### config.mk
export PLATFORM = sky130hd
export DESIGN_NAME = fetch_seq_top
export DESIGN_NICKNAME = d
export VERILOG_FILES = /design/src/rtl/fetch_seq_pkg.sv /design/src/rtl/fetch_seq_ctrl.sv /design/src/rtl/fetch_seq_regs.sv /design/src/rtl/fetch_seq_top.sv
export SDC_FILE = /design/constraint.sdc
export NUM_CORES = 1
export LEC_CHECK = 0
export ABC_AREA = 1
export ABC_CLOCK_PERIOD_IN_PS = 1900
export BUFFER_PORTS_ARGS = -buffer_cell sky130_fd_sc_hd__buf_4
export CAP_MARGIN = 20
export CORE_UTILIZATION = 40
export CTS_CLUSTER_SIZE = 40
export DETAILED_ROUTE_END_ITERATION = 10
export PLACE_DENSITY = 0.68
export SLEW_MARGIN = 30
export SYNTH_ARGS = -nofsm -noshare
export SYNTH_HDL_FRONTEND = slang
export SYNTH_SLANG_ARGS = --single-unit
### constraint.sdc
create_clock -name clk -period 1.9 [get_ports clk]
set_input_delay 0.475 -clock clk [delete_from_list [all_inputs] [get_ports clk]]
set_output_delay 0.475 -clock clk [all_outputs]
set_load 0.01 [all_outputs]
### src/rtl/fetch_seq_pkg.sv
`timescale 1ns/1ps
// Package: fetch_seq_pkg
// Shared state encoding and control word for the fetch sequencer.
// Assumes: one control word per cycle, decoded from the current state only.
package fetch_seq_pkg;

    typedef enum logic [2:0] {
        FS_IDLE      = 3'd0,
        FS_LOAD_MAR  = 3'd1,
        FS_READ      = 3'd2,
        FS_MOVE_IR   = 3'd3,
        FS_WR_SETUP  = 3'd4,
        FS_WR_STROBE = 3'd5
    } fs_state_e;

    typedef struct packed {
        logic mar_from_pc;
        logic mar_from_wr;
        logic mbr_from_mem;
        logic mbr_from_wr;
        logic ir_load;
        logic pc_inc;
        logic rd_strobe;
        logic wr_strobe;
    } fs_ctl_t;

endpackage

### src/rtl/fetch_seq_ctrl.sv
`timescale 1ns/1ps
// Module: fetch_seq_ctrl
// Sequences the fetch steps (address load, read, move to IR) and the
// two-step data write. It issues one control word per cycle.
// Assumes: fetch_go and wr_req are sampled only in the idle state, and
// fetch_go wins when both are high.
module fetch_seq_ctrl
    import fetch_seq_pkg::*;
(
    input  logic    clk,
    input  logic    rst_n,
    input  logic    fetch_go,
    input  logic    wr_req,
    output fs_ctl_t ctl_o,
    output logic    busy_o,
    output logic    fetch_done_o,
    output logic    wr_done_o
);

    fs_state_e state_q;
    fs_state_e state_d;
    logic      done_q;

    // Next-state selection for the fetch and write sequences.
    always_comb begin
        state_d = state_q;
        unique case (state_q)
            FS_IDLE: begin
                if (fetch_go) begin
                    state_d = FS_LOAD_MAR;
                end else if (wr_req) begin
                    state_d = FS_WR_SETUP;
                end
            end
            FS_LOAD_MAR:  state_d = FS_READ;
            FS_READ:      state_d = FS_MOVE_IR;
            FS_MOVE_IR:   state_d = FS_IDLE;
            FS_WR_SETUP:  state_d = FS_WR_STROBE;
            FS_WR_STROBE: state_d = FS_IDLE;
            default:      state_d = FS_IDLE;
        endcase
    end

    // State register with synchronous active-low reset.
    always_ff @(posedge clk) begin
        if (!rst_n) begin
            state_q <= FS_IDLE;
        end else begin
            state_q <= state_d;
        end
    end

    // Control word decode: each state enables only its own transfer.
    always_comb begin
        ctl_o = '0;
        unique case (state_q)
            FS_LOAD_MAR: ctl_o.mar_from_pc = 1'b1;
            FS_READ: begin
                ctl_o.rd_strobe    = 1'b1;
                ctl_o.mbr_from_mem = 1'b1;
            end
            FS_MOVE_IR: begin
                ctl_o.ir_load = 1'b1;
                ctl_o.pc_inc  = 1'b1;
            end
            FS_WR_SETUP: begin
                ctl_o.mar_from_wr = 1'b1;
                ctl_o.mbr_from_wr = 1'b1;
            end
            FS_WR_STROBE: ctl_o.wr_strobe = 1'b1;
            default: ctl_o = '0;
        endcase
    end

    // Completion pulse, high in the cycle after the IR load edge.
    always_ff @(posedge clk) begin
        if (!rst_n) begin
            done_q <= 1'b0;
        end else begin
            done_q <= (state_q == FS_MOVE_IR);
        end
    end

    assign busy_o       = (state_q != FS_IDLE);
    assign fetch_done_o = done_q;
    assign wr_done_o    = (state_q == FS_WR_STROBE);

    // the two strobes never overlap.
    p_strobe_excl_r7: assert property (@(posedge clk) disable iff (!rst_n)
        !(ctl_o.rd_strobe && ctl_o.wr_strobe));

    // the read strobe lasts a single cycle.
    p_rd_single_r3: assert property (@(posedge clk) disable iff (!rst_n)
        ctl_o.rd_strobe |=> !ctl_o.rd_strobe);

    // the done pulse comes two cycles after the read strobe.
    p_done_after_rd_r4: assert property (@(posedge clk) disable iff (!rst_n)
        ctl_o.rd_strobe |-> ##2 fetch_done_o);

    // the done pulse lasts a single cycle.
    p_done_single_r4: assert property (@(posedge clk) disable iff (!rst_n)
        fetch_done_o |=> !fetch_done_o);

    // the write strobe lasts a single cycle.
    p_wr_single_r6: assert property (@(posedge clk) disable iff (!rst_n)
        ctl_o.wr_strobe |=> !ctl_o.wr_strobe);

    // no write strobe can follow a read until the fetch has retired.
    p_holdoff_r8: assert property (@(posedge clk) disable iff (!rst_n)
        ctl_o.rd_strobe |=> !ctl_o.wr_strobe ##1 !ctl_o.wr_strobe ##1 !ctl_o.wr_strobe);

    // fetch_go in idle starts a busy cycle with no strobe yet.
    p_accept_r10: assert property (@(posedge clk) disable iff (!rst_n)
        (!busy_o && fetch_go) |=> (busy_o && !ctl_o.rd_strobe && !ctl_o.wr_strobe));

endmodule

### src/rtl/fetch_seq_regs.sv
`timescale 1ns/1ps
// Module: fetch_seq_regs
// Holds PC, MAR, MBR and IR and applies the transfers chosen by the control word.
// Assumes: the control word never asks a register to be written from two
// sources at once, and mem_rdata is valid at the edge ending the read strobe.
module fetch_seq_regs
    import fetch_seq_pkg::*;
#(
    parameter int AW = 8,
    parameter int DW = 16
) (
    input  logic          clk,
    input  logic          rst_n,
    input  fs_ctl_t       ctl_i,
    input  logic [AW-1:0] wr_addr_i,
    input  logic [DW-1:0] wr_data_i,
    input  logic [DW-1:0] rdata_i,
    output logic [AW-1:0] pc_o,
    output logic [AW-1:0] mar_o,
    output logic [DW-1:0] mbr_o,
    output logic [DW-1:0] ir_o
);

    localparam logic [AW-1:0] PC_STEP = AW'(1);

    logic [AW-1:0] pc_q;
    logic [AW-1:0] mar_q;
    logic [DW-1:0] mbr_q;
    logic [DW-1:0] ir_q;

    // Program counter: steps by one only on the IR load edge.
    always_ff @(posedge clk) begin
        if (!rst_n) begin
            pc_q <= '0;
        end else if (ctl_i.pc_inc) begin
            pc_q <= pc_q + PC_STEP;
        end
    end

    // Address register: loaded from the PC for a fetch or from the request for a write.
    always_ff @(posedge clk) begin
        if (!rst_n) begin
            mar_q <= '0;
        end else if (ctl_i.mar_from_pc) begin
            mar_q <= pc_q;
        end else if (ctl_i.mar_from_wr) begin
            mar_q <= wr_addr_i;
        end
    end

    // Data register: captures read data or the word to be stored.
    always_ff @(posedge clk) begin
        if (!rst_n) begin
            mbr_q <= '0;
        end else if (ctl_i.mbr_from_mem) begin
            mbr_q <= rdata_i;
        end else if (ctl_i.mbr_from_wr) begin
            mbr_q <= wr_data_i;
        end
    end

    // Instruction register: takes the data register on the final fetch step.
    always_ff @(posedge clk) begin
        if (!rst_n) begin
            ir_q <= '0;
        end else if (ctl_i.ir_load) begin
            ir_q <= mbr_q;
        end
    end

    assign pc_o  = pc_q;
    assign mar_o = mar_q;
    assign mbr_o = mbr_q;
    assign ir_o  = ir_q;

    // the address register receives the PC value.
    p_mar_from_pc_r2: assert property (@(posedge clk) disable iff (!rst_n)
        ctl_i.mar_from_pc |=> (mar_q == $past(pc_q)));

    // the IR receives the data register contents.
    p_ir_from_mbr_r4: assert property (@(posedge clk) disable iff (!rst_n)
        ctl_i.ir_load |=> (ir_q == $past(mbr_q)));

    // the PC steps by exactly one on an increment cycle.
    p_pc_step_r5: assert property (@(posedge clk) disable iff (!rst_n)
        ctl_i.pc_inc |=> (pc_q == $past(pc_q) + PC_STEP));

    // the PC holds in every other cycle.
    p_pc_hold_r5: assert property (@(posedge clk) disable iff (!rst_n)
        !ctl_i.pc_inc |=> $stable(pc_q));

    // the PC step and the IR load happen together.
    p_pc_with_ir_r5: assert property (@(posedge clk) disable iff (!rst_n)
        ctl_i.pc_inc |-> ctl_i.ir_load);

endmodule

### src/rtl/fetch_seq_top.sv
`timescale 1ns/1ps
// Module: fetch_seq_top
// Instruction fetch front end: a three-step fetch through the address and
// data staging registers, plus a data write over the same memory port.
// Assumes: memory returns mem_rdata for mem_addr in time for the edge that
// ends the read strobe cycle, and writes at the edge that ends mem_wr.
module fetch_seq_top
    import fetch_seq_pkg::*;
#(
    parameter int AW = 8,
    parameter int DW = 16
) (
    input  logic          clk,
    input  logic          rst_n,
    input  logic          fetch_go,
    input  logic          wr_req,
    input  logic [AW-1:0] wr_addr,
    input  logic [DW-1:0] wr_data,
    output logic [AW-1:0] mem_addr,
    output logic          mem_rd,
    output logic          mem_wr,
    output logic [DW-1:0] mem_wdata,
    input  logic [DW-1:0] mem_rdata,
    output logic [DW-1:0] ir_out,
    output logic [AW-1:0] pc_out,
    output logic          fetch_done,
    output logic          wr_done,
    output logic          busy
);

    fs_ctl_t       ctl;
    logic [AW-1:0] mar;
    logic [DW-1:0] mbr;

    fetch_seq_ctrl ctrl_i (
        .clk          (clk),
        .rst_n        (rst_n),
        .fetch_go     (fetch_go),
        .wr_req       (wr_req),
        .ctl_o        (ctl),
        .busy_o       (busy),
        .fetch_done_o (fetch_done),
        .wr_done_o    (wr_done)
    );

    fetch_seq_regs #(
        .AW (AW),
        .DW (DW)
    ) regs_i (
        .clk       (clk),
        .rst_n     (rst_n),
        .ctl_i     (ctl),
        .wr_addr_i (wr_addr),
        .wr_data_i (wr_data),
        .rdata_i   (mem_rdata),
        .pc_o      (pc_out),
        .mar_o     (mar),
        .mbr_o     (mbr),
        .ir_o      (ir_out)
    );

    assign mem_addr  = mar;
    assign mem_wdata = mbr;
    assign mem_rd    = ctl.rd_strobe;
    assign mem_wr    = ctl.wr_strobe;

endmodule

==> results of run 1 <==
## Yosys cell counts
| cell | number |
|---|---|
| nand2_1 | 75 |
| dfxtp_1 | 52 |
| inv_1 | 48 |
| nor2_1 | 41 |
| a21oi_1 | 31 |
| nand3_1 | 25 |
| o21ai_0 | 19 |
| nand3b_1 | 15 |
| clkbuf_1 | 7 |
| buf_4 | 4 |
| nor3_1 | 3 |
| nand2_2 | 2 |
| nand2_4 | 2 |
| nand3_2 | 2 |
| nand4_1 | 2 |
| nor2_2 | 2 |
| buf_1 | 1 |
| buf_2 | 1 |
| buf_6 | 1 |
| clkbuf_2 | 1 |
| ha_1 | 1 |
| inv_2 | 1 |
| inv_4 | 1 |
| nor2_4 | 1 |
| o21a_1 | 1 |
## per-layer routing
metal / up-vias / routed length [um] / track usage, % / part of all wire, %
li1: 1244 / - / - / -
met1: 1051 / 3070 / 29.5 / 49
met2: 67 / 2800 / 32.5 / 45
met3: 8 / 301 / 3.22 / 4.8
met4: 0 / 84 / 5.45 / 1.3
met5: - / 0 / 0 / 0
## flip-flops by register name, indices dropped and copies added, names as in the netlist
name	count
regs_i.ir_o	16
ctrl_i.state_q	3
regs_i.mbr_o	16
regs_i.mar_o	8
regs_i.pc_o	8
ctrl_i.fetch_done_o	1
## cell families (layout without fill, tap and decap cells)
group	count (synthesis)	after routing	synth area share (%)
fa+ha+maj	1	1	0.530
flops	52	52	44.1
simple gates	170	170	33.0
compound gates	51	51	10.9
buf+inv	65	159	11.5
## report_power, final
group          internal (uW)  switching, uW  total [uW]
logic                    356            464         820
registers               1200           96.2        1300
clock network            658            366        1020
## worst register-to-register path, cell delays in order, from the launching register on
cell	delay [ps]
dfxtp_1	370
inv_1	160
nand3_2	280
inv_1	460
nor2_1	80
nor2_1	110
## layout make-up
class / count / area share (%)
repair buffers: 101 / 23.0
well taps: 72 / 2.74
multi-input cells: 222 / 32.0
clock inverters: 3 / 2.74
clock buffers: 5 / 2.09
flip-flops and latches: 52 / 31.6
inverters: 50 / 5.78
## metrics by stage
stage               total power (uW)  hold slack [ps]  std cells  setup slack (ps)
floorplan                       1790              488        339               198
global placement                2130              456        497               393
detailed placement              2140              458        497               375
CTS                             3160              417        505              67.1
global route                    3320              427        505             -7.41
finish                          3140              420        505              88.5
## how the worst min path moves through the flow
stage,from,endpoint,depth (start not counted)
2_1_floorplan,regs_i.mar_o[0]$_SDFFE_PN0P_,regs_i.mar_o[0]$_SDFFE_PN0P_,2
3_3_place_gp,regs_i.mar_o[6]$_SDFFE_PN0P_,regs_i.mar_o[6]$_SDFFE_PN0P_,2
3_5_place_dp,regs_i.mar_o[6]$_SDFFE_PN0P_,regs_i.mar_o[6]$_SDFFE_PN0P_,2
4_1_cts,wr_req,ctrl_i.state_q[2]$_SDFFE_PN0P_,3
5_1_grt,wr_req,ctrl_i.state_q[2]$_SDFFE_PN0P_,3
6_report,wr_req,ctrl_i.state_q[2]$_SDFFE_PN0P_,3
==> load_flow_metrics.sql, run 1 <==
INSERT INTO impl_metrics (metric_group, metric, value, unit) VALUES
('worst_setup_path', 'critical_path.most_common_cell', 'buf_4', ''),
('logic_synthesis', 'ys_ff_latch', '52', ''),
('logic_synthesis', 'postSynthAreaPerCell', '6.97', 'sq um'),
('sta', 'clock.fmax', '552', 'MHz'),
('logic_synthesis', 'top_cells_by_area_synth', 'dfxtp_1, nand2_1, inv_1', ''),
('final_layout', 'filler_cell_count', '580', ''),
('worst_setup_path', 'worst-endpoint-arrival', '1340', 'ps'),
('logic_synthesis', 'yosysSeqAreaShare', '44.1', '%'),
('logic_synthesis', 'netlist.area_leader.share', '44.1', '%'),
('global_route', 'global_route.overflow_total', '0', ''),
('final_layout', 'utilization', '58.7', '%'),
('worst_setup_path', 'worstSetupStartpointType', 'flip-flop', ''),
('logic_synthesis', 'post-synth-top-area-cell', 'dfxtp_1', ''),
('final_layout', 'most_frequent_standard_cell_in_the_layout_excluding_fill_and_tap_cells', 'buf_4', ''),
('worst_setup_path', 'critical_path_required', '1420', 'ps'),
('worst_setup_path', 'slowest_stage', 'dfxtp_1', ''),
('final_layout', 'area_growth_syn_to_layout', '39.4', '%'),
('logic_synthesis', 'netlist-cell-type-count', '25', ''),
('die', 'initial_core_util', '42.1', '%'),
('worst_setup_path', 'worstRegToRegCells', '5', ''),
('worst_setup_path', 'criticalPathCategory', 'flip-flop to primary output', ''),
('sta', 'total_negative_setup_slack', '0', 'ps'),
('power_and_ir_drop', 'power_density', '954', 'nW/um^2'),
('die', 'core-area', '5610', 'sq um'),
('sta', 'worst_slew_pin_slew', '459', 'ps'),
('final_layout', 'multiInputGateArea', '1050', 'sq um'),
('die', 'area_of_the_die', '6220', 'sq um'),
('drt', 'wl_per_cell', '12.4', 'um'),
('worst_setup_path', 'worst-path-max-fanout', '18', ''),
('cts', 'numClockSinks', '52', ''),
('cts', 'tritoncts.num_buffers', '5', ''),
('global_route', 'grt_max_degree', '30', ''),
('final_layout', 'layout-drive-gt1-share', '27.9', '%'),
('worst_setup_path', 'critical_path.endpoint', 'mem_rd', ''),
('worst_setup_path', 'reg2reg_from', 'ctrl_i.state_q[2]$_SDFFE_PN0P_', ''),
('power_and_ir_drop', 'worst_ir_drop_vdd', '0.000469', 'V'),
('worst_setup_path', 'crit_chain', 'buf_4 > nand2_4 > inv_1 > buf_4', ''),
('final_layout', 'final_cell_mix', 'buf_4, nand2_1, dfxtp_1', ''),
('die', 'die_height', '78.9', 'um'),
('global_route', 'wire_length_of_the_first_global_routing_pass', '10.1', 'mm'),
('sta', 'fin_crit', '1810', 'ps'),
('cts', 'worstSkewPairLatency', '310', 'ps'),
('global_route', 'grt_pass1_vias', '2145', ''),
('placed_design', 'io_buffer_count', '96', ''),
('global_route', 'antenna_found_initial', '0', ''),
('sta', 'hold_violations', '0', ''),
('cts', 'cts.repair.resized', '0', ''),
('die', 'floorplan.die.width', '78.9', 'um'),
('logic_synthesis', 'postSynthCellCount', '339', ''),
('cts', 'ctsHoldBuffers', '0', ''),
('drt', 'drcViolationCount', '0', ''),
('worst_setup_path', 'worstSetupPathDepth', '4', ''),
('sta', 'setup-violations-final', '0', ''),
('final_layout', 'post-route-cell-area', '3290', 'sq um'),
('drt', 'vias', '2370', ''),
('placed_design', 'place.gp.congestion', '0.784', ''),
('worst_setup_path', 'cp_num_buf_inv', '3', ''),
('worst_setup_path', 'cpLargestDelayFamily', 'buffers and inverters', ''),
('cts', 'cts_max_level', '2', ''),
('status', 'run_status', 'finished clean', ''),
('sta', 'finalMaxSlewViolations', '0', ''),
('drt', 'drtIter0Drc', '115', ''),
('final_layout', 'design.final.nets', '477', ''),
('worst_hold_path', 'worstHoldPathType', 'primary input to flip-flop', ''),
('worst_setup_path', 'endpoint_kind', 'primary output', ''),
('logic_synthesis', 'syn-cell-area', '2360', 'sq um'),
('sta', 'timing.final.crit_share', '95.3', '%'),
('final_layout', 'ff_latch_area', '1040', 'sq um'),
('die', 'number_of_rows_in_the_core_area', '27', ''),
('sta', 'maxSlewHeadroom', '69.3', '%'),
('worst_setup_path', 'worst_case_register_to_register_setup_slack', '380', 'ps');
Power figures use the tool's default switching activity.
==> run 2: changes to the inputs <==
--- a/config.mk
+++ b/config.mk
@@ -11,2 +11,3 @@
 export CAP_MARGIN = 20
+export CORE_ASPECT_RATIO = 0.75
 export CORE_UTILIZATION = 40
==> constraint.sdc (replaced) <==
create_clock -name clk -period 1.9 [get_ports clk]
set_input_delay 0.095 -clock clk [delete_from_list [all_inputs] [get_ports clk]]
set_output_delay 0.095 -clock clk [all_outputs]
set_load 0.01 [all_outputs]
==> load_flow_metrics.sql, run 2 (synthesis results as in run 1) <==
INSERT INTO impl_metrics (metric_group, metric, value, unit) VALUES
('final_layout', 'filler_cell_count', '542', ''),
('die', 'floorplan.die.width', '90.7', 'um'),
('status', 'run_status', 'finished clean', ''),
('power_and_ir_drop', 'power.combinational.fraction', '29.4', '%'),
('sta', 'clock.fmax', '675', 'MHz'),
('placed_design', 'hpwlAfterDp', '4.65', 'mm'),
('cts', 'worstSkewPairLatency', '310', 'ps'),
('sta', 'hold_violations', '0', ''),
('power_and_ir_drop', 'power_density', '857', 'nW/um^2'),
('drt', 'viasPerCell', '4.65', ''),
('worst_setup_path', 'worst_case_register_to_register_setup_slack', '450', 'ps'),
('die', 'core-area', '5530', 'sq um'),
('worst_setup_path', 'cp_num_buf_inv', '2', ''),
('global_route', 'grt_pass1_vias', '2009', ''),
('power_and_ir_drop', 'internal_power', '1820', 'uW'),
('cts', 'cts.repair.resized', '0', ''),
('placed_design', 'io_buffer_count', '96', ''),
('final_layout', 'design.final.nets', '476', ''),
('worst_setup_path', 'critical_path.endpoint', 'mem_wr', ''),
('final_layout', 'post-route-cell-area', '3210', 'sq um'),
('drt', 'drt-pass1-iter-count', '4', ''),
('sta', 'setup-violations-final', '0', ''),
('die', 'number_of_placed_i_o_pins', '97', ''),
('final_layout', 'final_cell_mix', 'buf_4, nand2_1, dfxtp_1', ''),
('sta', 'rsz_0062_raised_after_global_routing', 'no', ''),
('worst_setup_path', 'cpLargestDelayFamily', 'flip-flops', ''),
('power_and_ir_drop', 'sequential_share_of_power', '47.2', '%'),
('sta', 'fin_crit', '1480', 'ps'),
('placed_design', 'post-place-ws', '510', 'ps'),
('global_route', 'global_route.overflow_total', '0', ''),
('cts', 'tritoncts.num_buffers', '5', ''),
('die', 'area_of_the_die', '6220', 'sq um'),
('final_layout', 'area_growth_syn_to_layout', '36.1', '%'),
('power_and_ir_drop', 'leakage', '0.00157', 'uW'),
('global_route', 'globalRouteTotalUtil', '20.0', '%'),
('sta', 'finalWorstSetupSlack', '418', 'ps'),
('worst_setup_path', 'reg2reg_from', 'ctrl_i.state_q[0]$_SDFFE_PN0P_', ''),
('cts', 'cts_setup_buffers', '0', ''),
('final_layout', 'most_frequent_standard_cell_in_the_layout_excluding_fill_and_tap_cells', 'buf_4', ''),
('worst_setup_path', 'worstSetupStartpointType', 'flip-flop', ''),
('final_layout', 'utilization', '58.2', '%'),
('global_route', 'grt_max_degree', '25', ''),
('worst_setup_path', 'worst-endpoint-arrival', '1390', 'ps'),
('power_and_ir_drop', 'p_sw_share', '34.1', '%'),
('power_and_ir_drop', 'clkPwrFrac', '23.3', '%'),
('worst_setup_path', 'criticalPathCategory', 'flip-flop to primary output', ''),
('run', 'drv.max_cap_violation_count', '0', ''),
('cts', 'cts.path.max_buffers', '2', ''),
('sta', 'maxSlewHeadroom', '68.5', '%'),
('cts', 'cts_max_level', '2', ''),
('sta', 'total_negative_setup_slack', '0', 'ps'),
('drt', 'wirelength', '6.16', 'mm'),
('worst_setup_path', 'worst-path-max-fanout', '4', ''),
('sta', 'worst_slew_pin_slew', '472', 'ps'),
('worst_hold_path', 'worstHoldPathType', 'primary input to flip-flop', ''),
('cts', 'clk_pin_slew_worst_paths', '90', 'ps'),
('global_route', 'wire_length_of_the_first_global_routing_pass', '9.59', 'mm'),
('power_and_ir_drop', 'power.switching', '939', 'uW'),
('sta', 'finalMaxSlewViolations', '0', ''),
('drt', 'vias', '2360', ''),
('worst_setup_path', 'crit_chain', 'inv_1 > nor3_1 > buf_4', ''),
('worst_setup_path', 'cp_slowest_stage_delay', '430', 'ps'),
('drt', 'drcViolationCount', '0', ''),
('sta', 'timing.final.crit_share', '78.0', '%'),
('cts', 'clockRootBuffer', 'clkbuf_8', ''),
('worst_setup_path', 'slowest_stage', 'dfxtp_1', ''),
('power_and_ir_drop', 'worst_ir_drop_vdd', '0.000344', 'V'),
('worst_setup_path', 'critical_path_required', '1800', 'ps'),
('final_layout', 'num_antenna_cells', '0', ''),
('drt', 'wl_per_cell', '12.2', 'um'),
('worst_setup_path', 'worstRegToRegCells', '6', ''),
('power_and_ir_drop', 'total_power', '2750', 'uW'),
('final_layout', 'layout-drive-gt1-share', '27.3', '%'),
('worst_setup_path', 'critical_path.startpoint', 'ctrl_i.state_q[2]$_SDFFE_PN0P_', ''),
('global_route', 'antenna_found_initial', '0', ''),
('worst_setup_path', 'worstSetupPathDepth', '3', ''),
('sta', 'clk_skew', '10.9', 'ps'),
('cts', 'ctsHoldBuffers', '0', ''),
('placed_design', 'detailed_place.area', '3130', 'sq um'),
('worst_setup_path', 'crit-reg2reg-capture', 'regs_i.mbr_o[15]$_SDFFE_PN0P_', ''),
('die', 'die_height', '68.6', 'um'),
('drt', 'drtIter0Drc', '105', ''),
('die', 'initial_core_util', '42.8', '%'),
('placed_design', 'place.gp.congestion', '0.774', ''),
('drt', 'final_antenna_net_count', '0', ''),
('cts', 'tritoncts', 'done', ''),
('die', 'number_of_rows_in_the_core_area', '23', ''),
('cts', 'numClockSinks', '52', ''),
('worst_setup_path', 'endpoint_kind', 'primary output', '');
[run 2: cell types whose count changed in the layout (fill, tap and decap cells not counted), sizes merged]
| cell | previous run | this run |
|---|---|---|
| clkinv | 0 | 1 |
| clkinvlp | 0 | 1 |
| buf | 101 | 100 |
| clkbuf | 5 | 6 |
| bufinv | 3 | 0 |
[run 2: cell type report]
| type | instances | area, sq um | share of cell area [%] |
|---|---|---|---|
| clock buffer | 6 | 72.6 | 2.26 |
| clock inverter | 2 | 16.3 | 0.506 |
| inverter | 50 | 190 | 5.92 |
| multi-input combinational | 222 | 1050 | 32.7 |
| sequential | 52 | 1040 | 32.4 |
| tap | 75 | 93.8 | 2.92 |
| timing repair buffer | 100 | 751 | 23.4 |
[run 2: power by group through the flow]
stage / Combinational (uW) / Sequential (uW) / Clock, uW
floorplan: 450 / 1340 / 0
global placement: 804 / 1330 / 0
detailed placement: 809 / 1330 / 0
CTS: 813 / 1300 / 650
global route: 903 / 1320 / 696
finish: 811 / 1300 / 643
[run 2: routing by layer]
| layer | part of all wire, % | track usage [%] |
|---|---|---|
| met1 | 53 | 30.1 |
| met2 | 40 | 27.8 |
| met3 | 5.2 | 3.95 |
| met4 | 1.3 | 7.26 |
| met5 | 0 | 0 |
[run 2: worst reg2reg max path: stages (launching register included)]
cell	delay (ps)
dfxtp_1	490
nor2_4	70
nand2_4	190
nand2_4	170
inv_4	200
nand2_1	80
a21oi_1	170
[run 2: worst min path at each step]
stage          startpoint                              to  slack [ps]  cells past startpoint
2_1_floorplan       rst_n     regs_i.pc_o[0]$_SDFFE_PN0P_         230                      2
3_3_place_gp       wr_req  ctrl_i.state_q[2]$_SDFFE_PN0P_         350                      3
3_5_place_dp       wr_req  ctrl_i.state_q[2]$_SDFFE_PN0P_         370                      3
4_1_cts            wr_req  ctrl_i.state_q[2]$_SDFFE_PN0P_          50                      3
5_1_grt          fetch_go  ctrl_i.state_q[0]$_SDFFE_PN0P_          80                      3
6_report           wr_req  ctrl_i.state_q[2]$_SDFFE_PN0P_          50                      3
[run 2: metrics by stage]
| stage | std cells | hold WS (ps) |
|---|---|---|
| final | 507 | 54.4 |
| after global routing | 507 | 76.4 |
| after CTS | 507 | 46.1 |
| after detailed placement | 499 | 370 |
| after global placement | 499 | 355 |
| after floorplan | 339 | 233 |
==> run 3: changes to the inputs <==
Settings changed: ABC_AREA 1 to 0, ABC_CLOCK_PERIOD_IN_PS 1900 to 1500, PLACE_DENSITY 0.68 to 0.7.
Clock period 1.9 ns to 1.5 ns, I/O delays scaled along.
==> load_flow_metrics.sql, run 3 <==
INSERT INTO impl_metrics (metric_group, metric, value, unit) VALUES
('cts', 'tritoncts.num_buffers', '5', ''),
('sta', 'finalMaxSlewViolations', '0', ''),
('cts', 'numClockSinks', '52', ''),
('die', 'initial_core_util', '42.7', '%'),
('worst_hold_path', 'worstHoldPathType', 'primary input to flip-flop', ''),
('sta', 'timing.final.crit_share', '97.4', '%'),
('global_route', 'grt_pass1_vias', '2057', ''),
('power_and_ir_drop', 'internal_power', '2240', 'uW'),
('logic_synthesis', 'postSynthCellCount', '263', ''),
('logic_synthesis', 'netlist-cell-type-count', '30', ''),
('global_route', 'global_route.overflow_total', '0', ''),
('status', 'run_status', 'finished clean', ''),
('logic_synthesis', 'synth_top_family_by_area', 'simple AND/OR/NAND/NOR gates', ''),
('drt', 'drcViolationCount', '0', ''),
('power_and_ir_drop', 'power.combinational.fraction', '23.2', '%'),
('logic_synthesis', 'synthesis.yosys.warnings', '0', ''),
('cts', 'cts_max_level', '2', ''),
('die', 'number_of_rows_in_the_core_area', '22', ''),
('logic_synthesis', 'synth-adder-area-share', '0.581', '%'),
('global_route', 'antenna_found_initial', '0', ''),
('global_route', 'globalRouteTotalUtil', '22.6', '%'),
('drt', 'drt-pass1-iter-count', '4', ''),
('logic_synthesis', 'postSynthAreaPerCell', '8.19', 'sq um'),
('worst_setup_path', 'worstSetupStartpointType', 'flip-flop', ''),
('worst_setup_path', 'slowest_stage', 'or3b_4', ''),
('worst_setup_path', 'crit_chain', 'or3b_4 > buf_4 > bufbuf_16 > nand3_1 > a21oi_1', ''),
('logic_synthesis', 'ys_ff_latch', '52', ''),
('placed_design', 'place.gp.congestion', '0.787', ''),
('cts', 'clk_pin_slew_worst_paths', '90', 'ps'),
('sta', 'total_negative_setup_slack', '0', 'ps'),
('worst_setup_path', 'cpLargestDelayFamily', 'simple AND/OR/NAND/NOR gates', ''),
('cts', 'ctsHoldBuffers', '0', ''),
('drt', 'final_antenna_net_count', '0', ''),
('logic_synthesis', 'synth_edf_count', '0', ''),
('cts', 'tritoncts', 'done', ''),
('worst_setup_path', 'worst-path-max-fanout', '16', ''),
('sta', 'worst_slew_pin_slew', '474', 'ps'),
('logic_synthesis', 'synth_area_in_compound_gates', '19.9', '%'),
('die', 'area_of_the_die', '5680', 'sq um'),
('cts', 'clockRootBuffer', 'clkbuf_8', ''),
('worst_setup_path', 'cp_slowest_stage_delay', '410', 'ps'),
('sta', 'clk_skew', '3.04', 'ps'),
('placed_design', 'post-place-ws', '18.1', 'ps'),
('drt', 'vias', '2236', ''),
('placed_design', 'detailed_place.area', '2980', 'sq um'),
('logic_synthesis', 'yosys-top-cells-count', 'nand2_1, dfxtp_1, a21oi_1, o21ai_0, a31oi_1', ''),
('worst_setup_path', 'worst-endpoint-arrival', '1640', 'ps'),
('die', 'floorplan.die.width', '86.7', 'um'),
('final_layout', 'most_frequent_standard_cell_in_the_layout_excluding_fill_and_tap_cells', 'buf_4', ''),
('placed_design', 'io_buffer_count', '96', ''),
('worst_setup_path', 'critical_path_required', '1680', 'ps'),
('power_and_ir_drop', 'sequential_share_of_power', '50.6', '%'),
('logic_synthesis', 'async_reset_ff_share', '0', '%'),
('logic_synthesis', 'synth_most_common_cell', 'nand2_1', ''),
('final_layout', 'final_cell_mix', 'buf_4, nand2_1, dfxtp_1', ''),
('worst_setup_path', 'criticalPathCategory', 'flip-flop to flip-flop', ''),
('power_and_ir_drop', 'worst_ir_drop_vdd', '0.000546', 'V'),
('logic_synthesis', 'synthXorXnorAreaFrac', '1.22', '%'),
('logic_synthesis', 'top_cells_by_area_synth', 'dfxtp_1, nand2_1, a21oi_1', ''),
('drt', 'drtIter0Drc', '64', ''),
('worst_setup_path', 'cp_num_buf_inv', '2', ''),
('power_and_ir_drop', 'power_density', '967', 'nW/um^2'),
('sta', 'fin_crit', '1460', 'ps'),
('sta', 'finalWorstSetupSlack', '38.9', 'ps'),
('sta', 'setup-violations-final', '0', ''),
('sta', 'maxSlewHeadroom', '67.6', '%'),
('drt', 'wirelength', '6.11', 'mm'),
('logic_synthesis', 'syn-cell-area', '2150', 'sq um'),
('sta', 'rsz_0062_raised_after_global_routing', 'no', ''),
('logic_synthesis', 'post-synth-top-area-cell', 'dfxtp_1', ''),
('logic_synthesis', 'yosysSeqAreaShare', '48.3', '%'),
('cts', 'cts.path.max_buffers', '2', ''),
('drt', 'wl_per_cell', '13.8', 'um'),
('die', 'die_height', '65.5', 'um'),
('placed_design', 'place.detailed.instances', '427', ''),
('worst_setup_path', 'worst_case_register_to_register_setup_slack', '40', 'ps'),
('power_and_ir_drop', 'leakage', '0.00140', 'uW'),
('logic_synthesis', 'post_synth_mux_area_share', '0', '%'),
('logic_synthesis', 'synth_flop_cell', 'dfxtp_1', ''),
('cts', 'worstSkewPairLatency', '290', 'ps'),
('placed_design', 'hpwlAfterDp', '4.30', 'mm'),
('final_layout', 'layout-drive-gt1-share', '37.3', '%'),
('final_layout', 'final_cells', '442', ''),
('final_layout', 'area_growth_syn_to_layout', '47.8', '%'),
('die', 'core-area', '5040', 'sq um'),
('final_layout', 'design.final.nets', '414', ''),
('drt', 'viasPerCell', '5.06', ''),
('final_layout', 'num_antenna_cells', '0', ''),
('power_and_ir_drop', 'clkPwrFrac', '26.3', '%'),
('global_route', 'wire_length_of_the_first_global_routing_pass', '9.98', 'mm'),
('power_and_ir_drop', 'p_sw_share', '27.3', '%'),
('sta', 'hold_violations', '0', ''),
('sta', 'clock.fmax', '684', 'MHz'),
('final_layout', 'post-route-cell-area', '3180', 'sq um'),
('final_layout', 'utilization', '63.2', '%'),
('logic_synthesis', 'yosys.area_share.simple', '23.4', '%'),
('power_and_ir_drop', 'power.switching', '839', 'uW'),
('logic_synthesis', 'netlist.area_leader.share', '48.3', '%'),
('logic_synthesis', 'mappedNetlistNets', '308', ''),
('global_route', 'grt_max_degree', '22', ''),
('die', 'number_of_placed_i_o_pins', '97', ''),
('worst_setup_path', 'endpoint_kind', 'flip-flop', ''),
('run', 'drv.max_cap_violation_count', '0', '');
run 3: cell types whose count changed after synthesis, moves of 3 or more:
cell	change
nand3b_1	-15
a22oi_1	+4
buf_2	+5
nor2_1	-38
a31oi_1	+20
a21oi_1	-4
inv_1	-45
o21ai_0	+4
nand3_1	-20
or3_1	+4
or3b_1	+3
run 3: worst paths after layout:
path,end,start,cells after the start
setup / recovery,regs_i.mbr_o[4]$_SDFFE_PN0P_,ctrl_i.state_q[0]$_SDFFE_PN0P_,5
hold / removal,regs_i.mbr_o[11]$_SDFFE_PN0P_,wr_data[11],3
setup reg to reg,regs_i.mbr_o[4]$_SDFFE_PN0P_,ctrl_i.state_q[0]$_SDFFE_PN0P_,5
hold reg to reg,regs_i.ir_o[8]$_SDFFE_PN0P_,regs_i.ir_o[8]$_SDFFE_PN0P_,2
run 3: power by group through the flow:
stage	sequential, uW	combinational, uW	clock, uW
after floorplan	1610	286	0
after global placement	1590	621	0
after detailed placement	1590	632	0
after CTS	1560	700	823
after global routing	1570	777	909
final	1550	713	808
run 3: timing repair:
item | 4_1_cts | 5_1_grt
setup endpoints to repair | 1 | 12
cloned | 1 | 0
gates resized for setup | 8 | 7
buffers inserted | 5 | 1
pin swaps | 1 | 0
run 3: metrics by stage:
step | power, uW | hold WS (ps)
final | 3080 | 38.7
after global routing | 3260 | 33.0
after CTS | 3080 | 33.0
after detailed placement | 2220 | 350
after global placement | 2210 | 351
after floorplan | 1900 | 230
run 3: worst min-delay path, stage by stage:
cell and delay, ps:
buf_4 110, nand2_1 40, a31oi_1 70
run 3: routing by layer:
layer	vias up	GRT usage, %	part of all wire (%)
li1	1124	-	-
met2	106	34.6	43
met4	0	4.38	0.28
met3	2	5.03	9.3
met5	-	0	0
met1	1004	32.7	48
run 3: logic make-up after synthesis:
kind of cell,Yosys count
xor gates and xnor gates,3
buffers and inverters,26
and+or+nand+nor,104
AOI/OAI and AO/OA,77
adders and majority gates,1
DFF,52
run 3: area by class of cell:
cell class | instances | area, sq um
fillers | 470 | 1860
repair buffers | 122 | 957
clock inverters | 1 | 7.51
flip-flops and latches | 52 | 1050
clock buffers | 7 | 86.3
multi-input cells | 185 | 981
inverters | 3 | 11.3
well taps | 72 | 90.1
